==> src/rtl/psd_pkg.sv <==
package psd_pkg;
  typedef enum logic {
    DET_LIVE    = 1'b0,
    DET_LATCHED = 1'b1
  } det_mode_e;
endpackage

==> src/rtl/psd_sense_vec.sv <==
module psd_sense_vec #(
  parameter int NUM_PINS = 8,
  parameter bit SENSE_EN = 1'b1
) (
  input  logic                clk,
  input  logic                rst,
  input  logic [NUM_PINS-1:0] pin_in,
  input  logic [NUM_PINS-1:0] sense_en,
  input  logic [NUM_PINS-1:0] sense_inv,
  input  logic                clr_wr,
  input  logic [NUM_PINS-1:0] clr_mask,
  output logic [NUM_PINS-1:0] live_o,
  output logic [NUM_PINS-1:0] latch_o,
  output logic                live_any_n,
  output logic                latch_any_n
);
  generate
    if (SENSE_EN) begin : g_on
      logic [NUM_PINS-1:0] live_c, latch_n, live_q, latch_q;

      always_comb begin
        live_c  = (pin_in ^ sense_inv) & sense_en;
        latch_n = (latch_q & ~(clr_wr ? clr_mask : '0)) | live_c;
      end

      always_ff @(posedge clk) begin
        if (rst) begin
          live_q  <= '0;
          latch_q <= '0;
        end else begin
          live_q  <= live_c;
          latch_q <= latch_n;
        end
      end

      assign live_o      = live_q;
      assign latch_o     = latch_q;
      assign live_any_n  = |live_c;
      assign latch_any_n = |latch_n;

      assert_latch_covers_live_R2: assert property (@(posedge clk) disable iff (rst)
        (live_q & ~latch_q) == '0);
      assert_clear_takes_effect_R3: assert property (@(posedge clk) disable iff (rst)
        clr_wr |=> ((latch_q & $past(clr_mask) & ~$past(live_c)) == '0));
    end else begin : g_off
      assign live_o      = '0;
      assign latch_o     = '0;
      assign live_any_n  = 1'b0;
      assign latch_any_n = 1'b0;
    end
  endgenerate
endmodule

==> src/rtl/psd_detect_port.sv <==
module psd_detect_port #(
  parameter int CLEAR_HOLD = 2
) (
  input  logic clk,
  input  logic rst,
  input  logic mode_wr,
  input  logic mode_bit,
  input  logic clr_req,
  input  logic live_any_n,
  input  logic latch_any_n,
  output logic mode_o,
  output logic det_o,
  output logic evt_o
);
  import psd_pkg::*;
  localparam int HW = $clog2(CLEAR_HOLD + 1);

  det_mode_e        mode_q, mode_n;
  logic [HW-1:0]    hold_q, hold_n;
  logic             det_q, det_n, evt_q, sel_n, start;

  always_comb begin
    mode_n = mode_wr ? det_mode_e'(mode_bit) : mode_q;
    start  = clr_req && (mode_n == DET_LATCHED);
    if (start)            hold_n = HW'(CLEAR_HOLD);
    else if (hold_q != 0) hold_n = hold_q - 1'b1;
    else                  hold_n = '0;
    sel_n  = (mode_n == DET_LATCHED) ? latch_any_n : live_any_n;
    det_n  = (hold_n != 0) ? 1'b0 : sel_n;
  end

  always_ff @(posedge clk) begin
    if (rst) begin
      mode_q <= DET_LIVE;
      hold_q <= '0;
      det_q  <= 1'b0;
      evt_q  <= 1'b0;
    end else begin
      mode_q <= mode_n;
      hold_q <= hold_n;
      det_q  <= det_n;
      evt_q  <= det_n & ~det_q;
    end
  end

  assign mode_o = mode_q;
  assign det_o  = det_q;
  assign evt_o  = evt_q;

  assert_event_on_rise_R6: assert property (@(posedge clk) disable iff (rst)
    evt_o |-> (det_o && !$past(det_o)));
  assert_rise_gives_event_R6: assert property (@(posedge clk) disable iff (rst)
    (det_o && !$past(det_o)) |-> evt_o);
  assert_clear_forces_low_R7: assert property (@(posedge clk) disable iff (rst)
    (clr_req && (mode_wr ? mode_bit : mode_o)) |=> !det_o);
  assert_mode_load_R8: assert property (@(posedge clk) disable iff (rst)
    mode_wr |=> (mode_o == $past(mode_bit)));
endmodule

==> src/rtl/pin_sense_detect.sv <==
module pin_sense_detect #(
  parameter int NUM_PINS   = 8,
  parameter int NUM_OUTS   = 2,
  parameter int CLEAR_HOLD = 2,
  parameter bit SENSE_EN   = 1'b1
) (
  input  logic                clk,
  input  logic                rst,
  input  logic [NUM_PINS-1:0] pin_in,
  input  logic [NUM_PINS-1:0] sense_en,
  input  logic [NUM_PINS-1:0] sense_inv,
  input  logic                latch_wr,
  input  logic [NUM_PINS-1:0] latch_wdata,
  input  logic                mode_wr,
  input  logic [NUM_OUTS-1:0] mode_wdata,
  output logic [NUM_PINS-1:0] latch_rd,
  output logic [NUM_PINS-1:0] live_detect,
  output logic [NUM_OUTS-1:0] mode_rd,
  output logic [NUM_OUTS-1:0] detect_out,
  output logic [NUM_OUTS-1:0] detect_evt
);
  logic live_any_n, latch_any_n, clr_req;

  assign clr_req = latch_wr && (latch_wdata != '0);

  psd_sense_vec #(.NUM_PINS(NUM_PINS), .SENSE_EN(SENSE_EN)) u_vec (
    .clk(clk), .rst(rst), .pin_in(pin_in), .sense_en(sense_en),
    .sense_inv(sense_inv), .clr_wr(latch_wr), .clr_mask(latch_wdata),
    .live_o(live_detect), .latch_o(latch_rd),
    .live_any_n(live_any_n), .latch_any_n(latch_any_n)
  );

  for (genvar k = 0; k < NUM_OUTS; k++) begin : g_port
    psd_detect_port #(.CLEAR_HOLD(CLEAR_HOLD)) u_port (
      .clk(clk), .rst(rst), .mode_wr(mode_wr), .mode_bit(mode_wdata[k]),
      .clr_req(clr_req), .live_any_n(live_any_n), .latch_any_n(latch_any_n),
      .mode_o(mode_rd[k]), .det_o(detect_out[k]), .evt_o(detect_evt[k])
    );
  end

  if (!SENSE_EN) begin : g_chk_off
    assert_disabled_quiet_R10: assert property (@(posedge clk) disable iff (rst)
      (latch_rd == '0) && (detect_out == '0));
  end
endmodule

==> config.mk <==
export PLATFORM = sky130hd
export DESIGN_NAME = pin_sense_detect
export DESIGN_NICKNAME = d
export VERILOG_FILES = /design/src/rtl/psd_pkg.sv /design/src/rtl/psd_sense_vec.sv /design/src/rtl/psd_detect_port.sv /design/src/rtl/pin_sense_detect.sv
export SDC_FILE = /design/constraint.sdc
export NUM_CORES = 1
export LEC_CHECK = 0
export BUFFER_PORTS_ARGS = -buffer_cell sky130_fd_sc_hd__buf_2
export CAP_MARGIN = 5
export CORE_AREA = 2 2 53 55
export CTS_BUF_LIST = sky130_fd_sc_hd__clkbuf_16
export CTS_CLUSTER_DIAMETER = 30
export DETAILED_ROUTE_END_ITERATION = 8
export DIE_AREA = 0 0 55 57
export PLACE_DENSITY = 0.8
export SYNTH_ARGS = -nofsm -noshare
export SYNTH_HDL_FRONTEND = slang
export SYNTH_SLANG_ARGS = --single-unit
export TNS_END_PERCENT = 100
==> constraint.sdc <==
create_clock -name clk -period 3 [get_ports clk]
set_input_delay 0.6 -clock clk [delete_from_list [all_inputs] [get_ports clk]]
set_output_delay 0.6 -clock clk [all_outputs]
set_load 0.01 [all_outputs]
## After elaboration in Yosys (flattened, before gate mapping)

Index checks and enable logic that the tools add are counted.

- Add/subtract/negate cells: 2
- Mux-type cells: 11
- Bitwise operators: 9
- Reductions and logical operators: 10

Operators with widths:

| cell | number |
|---|---|
| $and A8 B8 Y8 | 2 |
| $reduce_or A8 Y1 | 2 |
| $mux W2 | 4 |
| $mux W8 | 1 |
| $not A8 Y8 | 1 |
| $or A8 B8 Y8 | 1 |
| $reduce_bool A2 Y1 | 4 |
| $reduce_bool A8 Y1 | 1 |
| $xor A8 B8 Y8 | 1 |
| $mux W1 | 6 |
| $sub A2 B1 Y2 const B | 2 |
| $logic_and A1 B1 Y1 | 3 |
| $and A1 B1 Y1 | 2 |
| $not A1 Y1 | 2 |

- Register bits: 26
- Bits of input ports: 38
- Output and inout port bits: 22
- Logic and storage cells: 42

## Longest topological paths before layout

Gate-level depths: netlist of run 1.

- Word-level depth: 8
- Depth in mapped cells: 6

## Cells and area by module

From an unflattened synthesis of run 1, not the netlist that was laid out.

- Cells, all modules: 108
- Area, all modules: 1,012.2 um2

By module, submodules not included:

| module | times used | cells an instance | area each (um2) | seq. area each (um2) |
|---|---|---|---|---|
| psd_sense_vec | 1 | 73 | 646.9 | 320.3 |
| psd_detect_port | 2 | 16 | 172.7 | 100.1 |
| pin_sense_detect | 1 | 3 | 20.0 | 0.0 |

## Worst setup path after synthesis of run 1

Ideal clock, no wire load.

- Path kind: input port to flip-flop
- From: in sense_inv[5]
- To: reg g_port[0].u_port.evt_q
- Arrival time: 1,428 ps
- Data required time: 2,875 ps
- Slack: 1,447 ps
- Stages on the path: 5
- Path through: xor2_1 a22oi_2 nand4_2 nor3_2 nor4b_2

- Longest elaborated chain between the ends: 7

Ends and longest elaborated chain:

| element | RTL line | RTL |
|---|---|---|
| from (decl) | pin_sense_detect.sv:11 | `input logic [NUM_PINS-1:0] sense_inv,` |
| $xor A8 B8 Y8 * | psd_sense_vec.sv:22 | `live_c = (pin_in ^ sense_inv) & sense_en;` |
| $and A8 B8 Y8 * | psd_sense_vec.sv:22 |  |
| $or A8 B8 Y8 | psd_sense_vec.sv:23 | `latch_n = (latch_q & ~(clr_wr ? clr_mask : '0)) \| live_c;` |
| $reduce_or A8 Y1 | psd_sense_vec.sv:39 | `assign latch_any_n = \|latch_n;` |
| $mux W1 * | psd_detect_port.sv:28 | `sel_n = (mode_n == DET_LATCHED) ? latch_any_n : live_any_n;` |
| $mux W1 * | psd_detect_port.sv:29 | `det_n = (hold_n != 0) ? 1'b0 : sel_n;` |
| $and A1 B1 Y1 * | psd_detect_port.sv:42 | `evt_q <= det_n & ~det_q;` |
| to (signal assigned) | psd_detect_port.sv:42 |  |
| to (decl) | psd_detect_port.sv:20 | `logic det_q, det_n, evt_q, sel_n, start;` |

Every way passes the cells marked *; elsewhere a longest branch is shown, timed or not.
A chain may end at the register's enable or synchronous reset.

## Worst setup path after layout of run 1

- From: in sense_inv[6]
- To: reg g_port[0].u_port.evt_q

The elaborated chain is that of the path after synthesis.

==> impl_metrics.tcl, run 1 <==
set metrics [dict create \
    status "completed" \
    cts-buffers-inserted 3 \
    ys_seq_area_share_pct 44.92 \
    antenna_found_initial 0 \
    final_util_pct 57.66 \
    dr.pass1.iters 4 \
    syn_nets 157 \
    netlist_top_cells_area "dfxtp_1 (45%), nor2_1 (7.1%), nand2_1 (6.2%), xor2_1 (6.0%), a22oi_1 (5.2%)" \
    diodes 0 \
    period_share_pct 51.80 \
    cts_max_path_buffers 2 \
    max_slew_margin_pct 75.52 \
    rows 19 \
    synth_compound_area_share_pct 10.37 \
    met1_usage_pct 20.86 \
    fin_worst_skew_ns 0.002292 \
    synth_top_area_share_pct 44.92 \
    postRouteWirelength_um 2647 \
    max_freq_ghz 0.6435 \
    die_area_um2 3135 \
    yosys.area_share.xor_xnor_pct 6.048 \
    drt_iter0_drc 13 \
    dieHeight_um 57 \
    syn_area_um2 1159 \
    start_util_pct 44.31 \
    grt_pass1_wl_um 4188 \
    timing.setup.tns_ns 0 \
    use_met2_pct 32.65 \
    synth-edff-count 0 \
    synthMuxAreaShare_pct 4.320 \
    grt_max_degree 23 \
    worstSetupEndpointType "flip-flop" \
    path_clk_slew_ns 0.06 \
    core-area_um2 2615 \
    max_cap_viol_count 0 \
    grt-ovfl-total 0 \
    holdWs_ns 0.4244 \
    top_level_ports 60 \
    ir_drop_mv 0.3088 \
    period_needed_ns 1.554 \
    ys_ff_latch 26 \
    grt_usage_pct 18.64 \
    crit_type "in -> reg" \
    clockRootBuffer "clkbuf_16" \
    rsz0062_at_grt "no" \
    synth_top_flop_cell "dfxtp_1" \
    hold_viol 0 \
    grt_pass1_vias 1026 \
    async_flop_share_pct 0 \
    yosys.cell_types.count 19 \
    gp_congestion 0.7804 \
    numPortBuffers 59 \
    synth.avg_cell_area_um2 9.736 \
    power_density_nw_per_um2 545.4 \
    crit_arrival_ns 1.69 \
    synth_top_family_by_area "simple AND/OR/NAND/NOR gates" \
    maxSlewViolCount 0 \
    num-fill-cells 240 \
    dieWidth_um 55 \
    worstSkewPairLatency_ns 0.26 \
    h-tree-depth 1 \
    tightest_slew_ns 0.3672 \
    avgRoutedWirePerCell_um 13.04 \
    synth_largest_area_cell "dfxtp_1" \
    hold_path_class "reg -> reg" \
    yosysMostFrequentCell "dfxtp_1" \
    post_cts.repair.setup_buffers 0 \
    start_kind "primary input" \
    synth_fa_ha_area_share_pct 0 \
    synth_common_cells "dfxtp_1 (26), nor2_1 (22), nand2_1 (19), a22oi_1 (8), xor2_1 (8)" \
    syn_inst 119 \
    cts_resized 0 \
    holdBufCountCts 0 \
    finalSetupViolCount 0 \
    syn2layout_area_growth_pct 30.13 \
    crit_fanout 3 \
    synth_simple_gate_area_share_pct 29.16 \
    nNetsFinal 212 \
    busiest_layer "met2" \
    drive_gt1_share_pct 47.67 \
    viasPerCell 5.074 \
    dpl.hpwl_um 2153 \
    use_met3_pct 2.618 \
    antenna_left 0 \
    p_leak_nw 0.7199 \
    drc 0 \
    synth_warnings 0 \
    required_ns 3.14 \
    num_vias 1030 \
    cts.sinks 26 \
    tritoncts "yes" \
]
[worst max-delay path: stages]
cell	delay [ns]
buf_2	0.10
xor2_1	0.19
a22oi_2	0.24
nand4_2	0.17
nor3_2	0.30
nor4b_2	0.09
[placed cells by master, fill, tap and decap left out, drive strengths merged]
master and instances:
nor4 4, nand2b 2, nand4 3, clkbuf 3, a22oi 12, nor2 22, a21oi 2, mux2 2
nor4b 2, buf 59, xor2 8, nor3 2, nand3 2, nand2 19, mux2i 2, dfxtp 26
nor3b 2
[report_power, final]
| part | switching, mW | total (mW) | internal, mW | leakage [nW] |
|---|---|---|---|---|
| clock network | 0.112 | 0.289 | 0.176 | 0.0370 |
| logic | 0.0832 | 0.154 | 0.0704 | 0.469 |
| registers | 0.0112 | 0.380 | 0.369 | 0.214 |
| total | 0.207 | 0.822 | 0.616 | 0.720 |
[final timing paths]
path	startpoint	endpoint	slack, ns	cells after the start
worst min register to register	g_port[1].u_port.hold_q[0]	g_port[1].u_port.hold_q[0]	0.42	1
worst max register to register	u_vec.latch_o[5]	g_port[0].u_port.evt_o	1.80	4
worst max-delay path	sense_inv[6]	g_port[0].u_port.evt_o	1.45	6
worst min-delay path	g_port[1].u_port.hold_q[0]	g_port[1].u_port.hold_q[0]	0.42	1
[layout make-up]
type | instances | area, um^2 | share of cell area (%)
Sequential cell | 26 | 520.5 | 34.52
Timing Repair Buffer | 59 | 295.3 | 19.58
Clock buffer | 3 | 75.07 | 4.979
Tap cell | 31 | 38.79 | 2.573
Multi-Input combinational cell | 84 | 578.1 | 38.34
[routing by layer]
metal / up-vias / wire [um]
met1: 476 / 1051
met4: 0 / 51
met5: - / 0
li1: 511 / -
met3: 4 / 148
met2: 39 / 1394
[sequential cells by signal, summed over array words and instances, names as in the netlist]
register / count
u_vec.latch_o: 8
g_port.u_port.det_o: 2
g_port.u_port.mode_o: 2
g_port.u_port.hold_q: 4
u_vec.live_o: 8
g_port.u_port.evt_o: 2
[kinds of logic (layout without fill, tap and decap cells)]
logic type	after synthesis	count (layout)
AND/OR/NAND/NOR	58	58
flip-flops	26	26
AO/OA/AOI/OAI	14	14
buffers and inverters	9	62
XOR/XNOR	8	8
multiplexers	4	4
[per-stage QoR]
| stage | cells | setup slack [ns] | total power [mW] | instance area [um^2] |
|---|---|---|---|---|
| after floorplan | 119 | 1.447 | 0.4845 | 1159 |
| after global placement | 200 | 1.198 | 0.5367 | 1433 |
| after detailed placement | 200 | 1.182 | 0.5424 | 1433 |
| after CTS | 203 | 1.441 | 0.8303 | 1508 |
| after global routing | 203 | 1.360 | 0.8615 | 1508 |
| final | 203 | 1.446 | 0.8224 | 1508 |
Note: power is estimated with default switching activity, not from simulation.
==> run 2: changes to the inputs <==
--- a/config.mk
+++ b/config.mk
@@ -7,12 +7,12 @@
 export LEC_CHECK = 0
 export BUFFER_PORTS_ARGS = -buffer_cell sky130_fd_sc_hd__buf_2
 export CAP_MARGIN = 5
-export CORE_AREA = 2 2 53 55
+export CORE_AREA = 2 2 55 57
 export CTS_BUF_LIST = sky130_fd_sc_hd__clkbuf_16
 export CTS_CLUSTER_DIAMETER = 30
 export DETAILED_ROUTE_END_ITERATION = 8
-export DIE_AREA = 0 0 55 57
-export PLACE_DENSITY = 0.8
+export DIE_AREA = 0 0 57 59
+export PLACE_DENSITY = 0.75
 export SYNTH_ARGS = -nofsm -noshare
 export SYNTH_HDL_FRONTEND = slang
 export SYNTH_SLANG_ARGS = --single-unit
==> constraint.sdc (replaced) <==
create_clock -name clk -period 1.5 [get_ports clk]
set_input_delay 0.3 -clock clk [delete_from_list [all_inputs] [get_ports clk]]
set_output_delay 0.3 -clock clk [all_outputs]
set_load 0.01 [all_outputs]
==> impl_metrics.tcl, run 2 (synthesis gave the netlist of run 1 again) <==
set metrics [dict create \
    cts-buffers-inserted 3 \
    num_vias 1004 \
    gp_congestion 0.8291 \
    final_common_cell "buf_2" \
    final_cell_mix "buf_2 (59), dfxtp_1 (26), nor2_1 (22), nand2_1 (19)" \
    period_needed_ns 1.214 \
    tightest_slew_ns 0.3718 \
    drt_iter0_drc 17 \
    num-fill-cells 271 \
    dieWidth_um 57 \
    fin_total_pwr_mw 1.658 \
    postRouteWirelength_um 2690 \
    critPathMaxStageDelay_ns 0.29 \
    die_area_um2 3363 \
    rows 19 \
    required_ns 1.65 \
    cts_resized 0 \
    combPwrFrac_pct 18.6 \
    worstSetupEndpointType "flip-flop" \
    grt_pass1_vias 1012 \
    seqPwrFrac_pct 45.9 \
    antenna_found_initial 0 \
    dr.pass1.iters 3 \
    diodes 0 \
    viasPerCell 4.922 \
    drive_gt1_share_pct 47.40 \
    tritoncts "yes" \
    grt-ovfl-total 0 \
    layout.cells.non_filler 204 \
    seq_area_um2 520.5 \
    start_util_pct 42.75 \
    status "completed" \
    core-area_um2 2710 \
    path_clk_slew_ns 0.06 \
    stdcell_area_um2 1511 \
    rsz0062_at_grt "no" \
    h-tree-depth 1 \
    power_density_nw_per_um2 1097 \
    path_cells "buf_2 > xor2_1 > a22oi_1 > nand4_2 > nor3_2 > nor4b_2" \
    timing.setup.tns_ns 0 \
    nNetsFinal 212 \
    p_int_mw 1.235 \
    cts.sinks 26 \
    start_kind "primary input" \
    ir_drop_mv 0.6843 \
    cp_top_family "simple AND/OR/NAND/NOR gates" \
    post_cts.repair.setup_buffers 0 \
    numPortBuffers 59 \
    period_share_pct 80.96 \
    grt_pass1_wl_um 4209 \
    worstSkewPairLatency_ns 0.26 \
    fin_worst_skew_ns 0.002556 \
    dpl.hpwl_um 2218 \
    p_leak_nw 0.7214 \
    grt_usage_pct 15.93 \
    drc 0 \
    avgRoutedWirePerCell_um 13.19 \
    place_area_um2 1433 \
    grt_max_degree 23 \
    multiInputGateArea_um2 578.1 \
    max_freq_ghz 0.8235 \
    dp_cells 200 \
    p_clk_share_pct 35.5 \
    hold_viol 0 \
    crit_arrival_ns 1.36 \
    maxSlewViolCount 0 \
    top_level_ports 60 \
    holdWs_ns 0.2840 \
    dieHeight_um 59 \
    syn2layout_area_growth_pct 30.45 \
    max_cap_viol_count 0 \
    crit_type "in -> reg" \
    max_slew_margin_pct 75.21 \
    swShare_pct 25.49 \
    switchingPower_mw 0.4225 \
    clockRootBuffer "clkbuf_16" \
    crit_fanout 3 \
    cts_max_path_buffers 2 \
    holdBufCountCts 0 \
    hold_path_class "in -> reg" \
    antenna_left 0 \
    cp_num_buf_inv 1 \
    finalSetupViolCount 0 \
    slowest_stage "a22oi_1" \
]
-- run 2: changes by cell type in the layout (fill, tap and decap cells not counted) --
cell and change:
clkinv_1 +1
-- run 2: worst paths after layout --
kind | start | slack, ns | depth (start not counted) | end
setup / recovery | sense_inv[1] | 0.29 | 6 | g_port[0].u_port.evt_o
setup reg to reg | u_vec.latch_o[1] | 0.34 | 4 | g_port[0].u_port.evt_o
hold / removal | sense_en[4] | 0.28 | 3 | u_vec.live_o[4]
hold reg to reg | g_port[1].u_port.hold_q[0] | 0.42 | 1 | g_port[1].u_port.hold_q[0]
-- run 2: final cells by class --
class,count,share of cell area (%)
Tap cell,31,2.566
Sequential cell,26,34.44
Clock buffer,3,4.967
Clock inverter,1,0.2483
Timing Repair Buffer,59,19.54
Multi-Input combinational cell,84,38.24
-- run 2: through the flow --
| step | setup WS, ns | util (%) |
|---|---|---|
| 3_3_place_gp | 0.05917 | 52.86 |
| 6_report | 0.2856 | 55.77 |
| 4_1_cts | 0.2858 | 55.77 |
| 3_5_place_dp | 0.02102 | 52.86 |
| 2_1_floorplan | 0.2469 | - |
| 5_1_grt | 0.1973 | 55.77 |
-- run 2: per-layer routing --
layer	part of all wire (%)	track usage [%]	up-vias
met5	0	0	-
met4	1.7	5.980	0
met3	5.7	3.057	5
met2	53	29.23	31
met1	40	18.37	453
li1	-	-	515
-- run 2: worst register-to-register path: stages, from the launching register on --
cell and delay [ns]:
dfxtp_1 0.31, a22oi_1 0.24, nand4_2 0.19, nor3_2 0.22, nor4b_2 0.08
-- run 2: power groups by stage --
stage	clock, mW	combinational, mW	sequential [mW]
floorplan	0	0.182	0.787
global placement	0	0.301	0.775
detailed placement	0	0.310	0.776
CTS	0.594	0.312	0.762
global route	0.620	0.339	0.766
finish	0.588	0.309	0.761
